[src/rtl/dmac_pkg.sv]
// Package: bit positions, offsets and width helpers for the ping-pong DMA channel.
// Assumes a 32-bit register bus and byte offsets on 5 bits.
package dmac_pkg;
    localparam int MB_BE0  = 0;
    localparam int MB_D0   = 1;
    localparam int MB_BE1  = 2;
    localparam int MB_D1   = 3;
    localparam int MB_AB   = 4;
    localparam int MB_GO   = 5;
    localparam int MB_HALT = 6;
    localparam int MB_IE   = 7;
    localparam int MB_DW   = 9;
    localparam int MB_DR   = 12;

    localparam logic [31:0] MODE_RW_MASK  = 32'h000F_BFAF;
    localparam logic [31:0] MODE_RST_VAL  = 32'h0000_0040;

    localparam logic [4:0] OFS_MSET  = 5'h00;
    localparam logic [4:0] OFS_MCLR  = 5'h04;
    localparam logic [4:0] OFS_PADDR = 5'h08;
    localparam logic [4:0] OFS_S0    = 5'h0C;
    localparam logic [4:0] OFS_C0    = 5'h10;
    localparam logic [4:0] OFS_S1    = 5'h14;
    localparam logic [4:0] OFS_C1    = 5'h18;

    // log2 of the item size in bytes for a width code
    function automatic logic [1:0] width_shift(input logic [1:0] code);
        return (code == 2'd0) ? 2'd0 : (code == 2'd1) ? 2'd1 : 2'd2;
    endfunction
endpackage

[src/rtl/dmac_bufslot.sv]
// One buffer descriptor: a running address, a count and upper address bits.
// Assumes a software write wins over an engine step in the same cycle.
module dmac_bufslot #(
    parameter int CNT_W = 16,
    parameter int HI_W  = 4
) (
    input  logic                    clk,
    input  logic                    rst_n,
    input  logic                    wr_start,
    input  logic                    wr_count,
    input  logic [31:0]             start_wdata,
    input  logic [CNT_W+HI_W-1:0]   cnt_wdata,
    input  logic                    step_en,
    input  logic [2:0]              step_bytes,
    output logic [31:0]             start_q,
    output logic [CNT_W-1:0]        count_q,
    output logic [HI_W-1:0]         hi_q
);
    // address register: load on write, advance per accepted item
    always_ff @(posedge clk) begin
        if (!rst_n)        start_q <= '0;
        else if (wr_start) start_q <= start_wdata;
        else if (step_en)  start_q <= start_q + 32'(step_bytes);
    end

    // count and upper bits: load on write, count down per accepted item
    always_ff @(posedge clk) begin
        if (!rst_n) begin
            count_q <= '0;
            hi_q    <= '0;
        end else if (wr_count) begin
            count_q <= cnt_wdata[CNT_W-1:0];
            hi_q    <= cnt_wdata[CNT_W+HI_W-1:CNT_W];
        end else if (step_en) begin
            count_q <= count_q - 1'b1;
        end
    end

    assert_no_underflow_R4: assert property (@(posedge clk) disable iff (!rst_n)
        step_en |-> (count_q != '0));

    assert_count_step_R4: assert property (@(posedge clk) disable iff (!rst_n)
        (step_en && !wr_count) |=> (count_q == CNT_W'($past(count_q) - 1'b1)));
endmodule

[src/rtl/dmac_ctrl.sv]
// Mode register with set/clear writes and the buffer alternation sequencer.
// Assumes a request completes in the cycle it is accepted, so stopping abandons nothing.
module dmac_ctrl
    import dmac_pkg::*;
(
    input  logic        clk,
    input  logic        rst_n,
    input  logic        set_we,
    input  logic        clr_we,
    input  logic [31:0] wdata,
    input  logic [1:0]  cnt_zero,
    input  logic        xfer_ready,
    output logic [31:0] mode_q,
    output logic        xfer_valid,
    output logic [1:0]  step,
    output logic        irq
);
    logic        ab, be_act, zero_act, go, fire, finish;
    logic [31:0] mode_d;

    // decode the active buffer state and the request/finish conditions
    always_comb begin
        ab         = mode_q[MB_AB];
        go         = mode_q[MB_GO];
        be_act     = ab ? mode_q[MB_BE1] : mode_q[MB_BE0];
        zero_act   = cnt_zero[ab];
        xfer_valid = go && be_act && !zero_act;
        fire       = xfer_valid && xfer_ready;
        step       = {fire && ab, fire && !ab};
        finish     = go && be_act && zero_act;
    end

    // next mode: buffer hand-over first, then software set/clear, then halt flag
    always_comb begin
        mode_d = mode_q;
        if (finish) begin
            if (ab) begin
                mode_d[MB_D1]  = 1'b1;
                mode_d[MB_BE1] = 1'b0;
            end else begin
                mode_d[MB_D0]  = 1'b1;
                mode_d[MB_BE0] = 1'b0;
            end
            mode_d[MB_AB] = !ab;
        end
        if (set_we) mode_d = mode_d | (wdata & MODE_RW_MASK);
        if (clr_we) mode_d = mode_d & ~(wdata & MODE_RW_MASK);
        mode_d[MB_HALT] = !mode_q[MB_GO];
    end

    // mode register
    always_ff @(posedge clk) begin
        if (!rst_n) mode_q <= MODE_RST_VAL;
        else        mode_q <= mode_d;
    end

    // interrupt from done flags
    assign irq = mode_q[MB_IE] && (mode_q[MB_D0] || mode_q[MB_D1]);

    assert_halt_after_stop_R7: assert property (@(posedge clk) disable iff (!rst_n)
        $fell(mode_q[MB_GO]) |=> mode_q[MB_HALT]);

    assert_ab_only_on_finish_R5: assert property (@(posedge clk) disable iff (!rst_n)
        !finish |=> $stable(mode_q[MB_AB]));

    assert_done0_set_R5: assert property (@(posedge clk) disable iff (!rst_n)
        (finish && !ab && !clr_we) |=> mode_q[MB_D0]);

    assert_done1_set_R5: assert property (@(posedge clk) disable iff (!rst_n)
        (finish && ab && !clr_we) |=> mode_q[MB_D1]);

    assert_single_step_R4: assert property (@(posedge clk) disable iff (!rst_n)
        $onehot0(step));
endmodule

[src/rtl/dmac_pingpong.sv]
// Top: register decode and read mux, two buffer slots, the sequencer and the request port.
// Assumes one register access per cycle; reads are combinational on reg_addr.
module dmac_pingpong
    import dmac_pkg::*;
#(
    parameter int CNT_W = 16,
    parameter int HI_W  = 4
) (
    input  logic                  clk,
    input  logic                  rst_n,
    input  logic                  reg_wr,
    input  logic [4:0]            reg_addr,
    input  logic [31:0]           reg_wdata,
    output logic [31:0]           reg_rdata,
    output logic                  xfer_valid,
    input  logic                  xfer_ready,
    output logic [32+HI_W-1:0]    xfer_mem_addr,
    output logic [31:0]           xfer_periph_addr,
    output logic                  xfer_dir,
    output logic [1:0]            xfer_width,
    output logic [CNT_W+1:0]      resid_bytes,
    output logic                  irq
);
    localparam int CW    = CNT_W + HI_W;
    localparam int PAD_W = 32 - CW;

    logic [1:0]       wr_s, wr_c, step, cnt_zero;
    logic [31:0]      start_q [2];
    logic [CNT_W-1:0] cnt_q   [2];
    logic [HI_W-1:0]  hi_q    [2];
    logic [31:0]      mode_q, paddr_q;
    logic [1:0]       wsh;
    logic             ab;

    // write strobes per register
    always_comb begin
        wr_s = {reg_wr && reg_addr == OFS_S1, reg_wr && reg_addr == OFS_S0};
        wr_c = {reg_wr && reg_addr == OFS_C1, reg_wr && reg_addr == OFS_C0};
    end

    // peripheral address register
    always_ff @(posedge clk) begin
        if (!rst_n)                                paddr_q <= '0;
        else if (reg_wr && reg_addr == OFS_PADDR)  paddr_q <= reg_wdata;
    end

    assign wsh = width_shift(mode_q[MB_DW +: 2]);

    for (genvar g = 0; g < 2; g++) begin : g_slot
        dmac_bufslot #(.CNT_W(CNT_W), .HI_W(HI_W)) u_slot (
            .clk         (clk),
            .rst_n       (rst_n),
            .wr_start    (wr_s[g]),
            .wr_count    (wr_c[g]),
            .start_wdata (reg_wdata),
            .cnt_wdata   (reg_wdata[CW-1:0]),
            .step_en     (step[g]),
            .step_bytes  (3'd1 << wsh),
            .start_q     (start_q[g]),
            .count_q     (cnt_q[g]),
            .hi_q        (hi_q[g])
        );
        assign cnt_zero[g] = (cnt_q[g] == '0);
    end

    dmac_ctrl u_ctrl (
        .clk        (clk),
        .rst_n      (rst_n),
        .set_we     (reg_wr && reg_addr == OFS_MSET),
        .clr_we     (reg_wr && reg_addr == OFS_MCLR),
        .wdata      (reg_wdata),
        .cnt_zero   (cnt_zero),
        .xfer_ready (xfer_ready),
        .mode_q     (mode_q),
        .xfer_valid (xfer_valid),
        .step       (step),
        .irq        (irq)
    );

    // request port and residue from the active buffer
    always_comb begin
        ab               = mode_q[MB_AB];
        xfer_mem_addr    = {hi_q[ab], start_q[ab]};
        xfer_periph_addr = paddr_q;
        xfer_dir         = mode_q[MB_DR];
        xfer_width       = mode_q[MB_DW +: 2];
        resid_bytes      = {2'b00, cnt_q[ab]} << wsh;
    end

    // register read mux
    always_comb begin
        case (reg_addr)
            OFS_MSET:  reg_rdata = mode_q;
            OFS_PADDR: reg_rdata = paddr_q;
            OFS_S0:    reg_rdata = start_q[0];
            OFS_C0:    reg_rdata = {{PAD_W{1'b0}}, hi_q[0], cnt_q[0]};
            OFS_S1:    reg_rdata = start_q[1];
            OFS_C1:    reg_rdata = {{PAD_W{1'b0}}, hi_q[1], cnt_q[1]};
            default:   reg_rdata = '0;
        endcase
    end

    assert_irq_needs_done_R8: assert property (@(posedge clk) disable iff (!rst_n)
        $rose(irq) |-> (mode_q[MB_D0] || mode_q[MB_D1]));
endmodule

[config.mk]
export PLATFORM = sky130hd
export DESIGN_NAME = dmac_pingpong
export DESIGN_NICKNAME = d
export VERILOG_FILES = /design/src/rtl/dmac_pkg.sv /design/src/rtl/dmac_bufslot.sv /design/src/rtl/dmac_ctrl.sv /design/src/rtl/dmac_pingpong.sv
export SDC_FILE = /design/constraint.sdc
export NUM_CORES = 1
export LEC_CHECK = 0
export BUFFER_PORTS_ARGS = -buffer_cell sky130_fd_sc_hd__buf_2
export CAP_MARGIN = 30
export CELL_PAD_IN_SITES_DETAIL_PLACEMENT = 0
export CELL_PAD_IN_SITES_GLOBAL_PLACEMENT = 2
export CORE_MARGIN = 2
export CORE_UTILIZATION = 24
export DETAILED_ROUTE_END_ITERATION = 6
export GPL_ROUTABILITY_DRIVEN = 1
export PLACE_DENSITY = 0.61
export SYNTH_ARGS = -nofsm -noshare
export SYNTH_HDL_FRONTEND = slang
export SYNTH_SLANG_ARGS = --single-unit
[constraint.sdc]
create_clock -name clk -period 3.4 [get_ports clk]
set_input_delay 0.51 -clock clk [delete_from_list [all_inputs] [get_ports clk]]
set_output_delay 0.51 -clock clk [all_outputs]
set_load 0.02 [all_outputs]
==> flow_summary_export.csv <==
group,metric,value,unit
synth,syn_area_per_cell,7.75,sq um
synth,synth_nets,1219,
sta,finalSetupViolations,0,
setup_path,cpPeakStageDelay,0.68,ns
global_route,use_met2,35.0,%
synth,yosysTopAreaCell,"dfxtp_1",
placed_design,port_buffers,163,
setup_path,crit_path_frequent_cell,"nor2_1",
global_route,grt-busiest-layer,"met2",
clocking,clock-sinks,155,
synth,synthCells,1172,
power_and_ir_drop,p_clk_share,50.4,%
routing,detail_route.iter0.violations,583,
sta,final_hold_viol_count,0,
worst_hold_path,hold_path_depth,3,
die,placeableCoreArea,37500,sq um
clocking,cts_buffers,17,
synth,synth_top_area_share,34.1,%
setup_path,cp.depth,7,
global_route,grt_max_degree,65,
layout,drive_gt1_share,22.1,%
synth,synthFlopType,"dfxtp_1",
die,die_area,39400,sq um
sta,fin_crit,3.22,ns
sta,max_freq,311,MHz
layout,area_growth,22.7,%
clocking,cts_resized,0,
synth,netlist_top_cells_area,"dfxtp_1, a21oi_1, nand2_1",
routing,firstDrtPassIters,6,
layout,fillers,4131,
die,pin_count,164,
power_and_ir_drop,power_density,389,nW/um^2
setup_path,end_kind,"output port",
power_and_ir_drop,peakVddDrop,0.348,mV
synth,yosysMostFrequentCell,"nand2_1",
sta,rsz0062_at_grt,"no",
power_and_ir_drop,sw_frac_of_total,24.9,%
sta,holdWs,0.322,ns
routing,ant_nets,0,
clocking,root_buffer,"clkbuf_16",
synth,synth.distinct_cells,58,
layout,nets,1341,
global_route,grt_pass1_wl,61100,um
clocking,cts_hold_buf,0,
setup_path,crit_required,2.89,ns
setup_path,crit_path_cell_trace,"inv_1, ha_1, or3b_1, or4_1, nor2_1, nor2_1, buf_2",
placed_design,place.gp.congestion,0.803,
global_route,grt_antenna_before_repair,4,
die,initial_core_util,24.2,%
placed_design,post-dp-hpwl,29600,um
global_route,met1_usage,28.9,%
clocking,cts_tree,"yes",
status,status,"complete, no violations",
synth,ys_seq_area_share,34.1,%
setup_path,cpMaxStageDelayCell,"or4_1",
sta,fin_tns_setup,0,ns
routing,vias,9285,
sta,timing.slew.headroom,43.4,%
global_route,grt_pass1_vias,9033,
sta,timing.final.crit_share,94.6,%
clocking,cts_buffer_depth,2,
layout,diodes,0,
sta,drv_slew,0,
power_and_ir_drop,power_switching,1.08,mW
setup_path,worst-path-max-fanout,9,
sta,worst_slew_pin_slew,0.849,ns
die,core.rowCount,71,
synth,syn-cell-area,9090,sq um
die,fp.dieH,199,um
synth,ys_warn_count,0,
setup_path,worstSetupPathType,"reg -> out",
power_and_ir_drop,p_leak,4.14,nW
power_and_ir_drop,power_frac_seq,43.1,%
global_route,grt_overflow,0,
sta,worst_clock_skew,0.0137,ns
power_and_ir_drop,p_comb_share,6.5,%
worst_hold_path,worst_hold_path_type,"in -> reg",
routing,vias_per_cell,5.11,
power_and_ir_drop,power.internal,3.25,mW
synth,synthTopCellsByCount,"nand2_1, dfxtp_1, a21oi_1",
global_route,grt_use_met3,3.26,%
setup_path,cp_num_buf_inv,2,
clocking,clock_latency,0.44,ns
setup_path,r2r_cells,8,
setup_path,cp-start-kind,"flip-flop",
setup_path,critPathTopFamily,"simple AND/OR/NAND/NOR gates",
routing,wl_per_cell,23.0,um
synth,synth_edf_count,0,
routing,drt_wl_total,41800,um
job,maxCapViolations,0,
synth,synth-seq-cells,155,
setup_path,crit_arrival,2.71,ns
synth,async_flop_share,0,%
clocking,cts_max_level,4,
clocking,post_cts_buffers,0,
clocking,path_clk_slew,0.07,ns
global_route,grt_usage,21.2,%
die,chipWidth,199,um
routing,drc_errors,0,
## power groups by stage
stage | combinational (mW) | sequential (mW) | clock [mW]
5_1_grt | 0.309 | 1.87 | 2.30
3_3_place_gp | 0.286 | 1.91 | 0
4_1_cts | 0.287 | 1.87 | 2.23
6_report | 0.284 | 1.87 | 2.18
2_1_floorplan | 0.145 | 1.90 | 0
3_5_place_dp | 0.286 | 1.91 | 0
## sequential cells by signal (all words and copies together) (netlist names), named ones only
| register | cells |
|---|---|
| u_ctrl.mode_q | 6 |
| g_slot.u_slot.start_q | 64 |
| g_slot.u_slot.count_q | 32 |
| g_slot.u_slot.hi_q | 8 |
| xfer_periph_addr | 32 |
## worst paths after layout
path	slack, ns	start	endpoint
max reg2reg	0.60	g_slot[0].u_slot.count_q[0]$_SDFFE_PN0P_	g_slot[0].u_slot.count_q[7]$_SDFFE_PN0P_
min reg2reg	0.47	g_slot[0].u_slot.hi_q[0]$_SDFFE_PN0P_	g_slot[0].u_slot.hi_q[0]$_SDFFE_PN0P_
min	0.32	reg_wdata[20]	g_slot[1].u_slot.start_q[20]$_SDFFE_PN0P_
max	0.18	g_slot[0].u_slot.count_q[0]$_SDFFE_PN0P_	xfer_valid
## metal layers
| layer | part of all wire, % | wire [um] |
|---|---|---|
| met1 | 47 | 19800 |
| met2 | 46 | 19400 |
| met3 | 4.8 | 2000 |
| met4 | 1.6 | 650 |
| met5 | 0.026 | 11 |
## cell usage in the layout (no fill, tap or decap), types with 3 or more instances in the layout
master	netlist	final
a211oi_1	20	20
a21oi_1	138	138
a222oi_1	13	13
a22oi_1	60	60
a31oi_1	7	7
and2_1	7	7
and3_1	12	12
buf_12	0	5
buf_2	10	163
buf_4	2	29
bufinv_16	0	5
clkbuf_16	0	17
dfxtp_1	155	154
ha_1	6	6
inv_1	32	32
mux2_2	43	43
mux2i_1	19	19
nand2_1	161	160
nand3_1	44	44
nand4_1	23	23
nand4b_1	3	3
nor2_1	41	38
nor3_1	27	25
nor4_1	15	15
o211ai_1	5	5
o21a_1	4	4
o21ai_0	116	116
or3_1	3	3
or4_1	5	5
xnor2_1	52	52
xor2_1	34	34
## tightest hold or removal path: stages
cell	delay, ns
buf_2	0.12
nand2_1	0.05
o21ai_0	0.05
## cell families (layout without fill, tap and decap cells)
group | count (synthesis) | count (layout) | synth area share, %
AOI/OAI and AO/OA | 378 | 378 | 25.1
and+or+nand+nor | 358 | 358 | 18.6
DFF | 155 | 155 | 34.1
buffers and inverters | 127 | 260 | 5.63
xor gates and xnor gates | 86 | 86 | 8.29
muxes | 62 | 62 | 7.42
adders and majority gates | 6 | 6 | 0.826
## per-stage QoR
step / instances / setup WS (ns) / area, sq um / power, mW / util, %
after global routing: 1816 / 0.0794 / 11200 / 4.48 / 29.8
final: 1816 / 0.182 / 11200 / 4.33 / 29.8
after CTS: 1816 / 0.181 / 11200 / 4.39 / 29.8
after floorplan: 1172 / 0.682 / 9090 / 2.04 / -
after global placement: 1786 / 0.683 / 10500 / 2.20 / 28.0
after detailed placement: 1786 / 0.618 / 10500 / 2.20 / 28.0
## final cells by class
class | instances | area (sq um) | area share, %
clock buffers | 19 | 453 | 4.06
multi-input cells | 890 | 5510 | 49.4
flip-flops and latches | 155 | 3100 | 27.8
repair buffers | 197 | 1130 | 10.2
inverters | 33 | 124 | 1.11
clock inverters | 11 | 193 | 1.73
well taps | 511 | 639 | 5.73
Power figures use the tool's default switching activity.
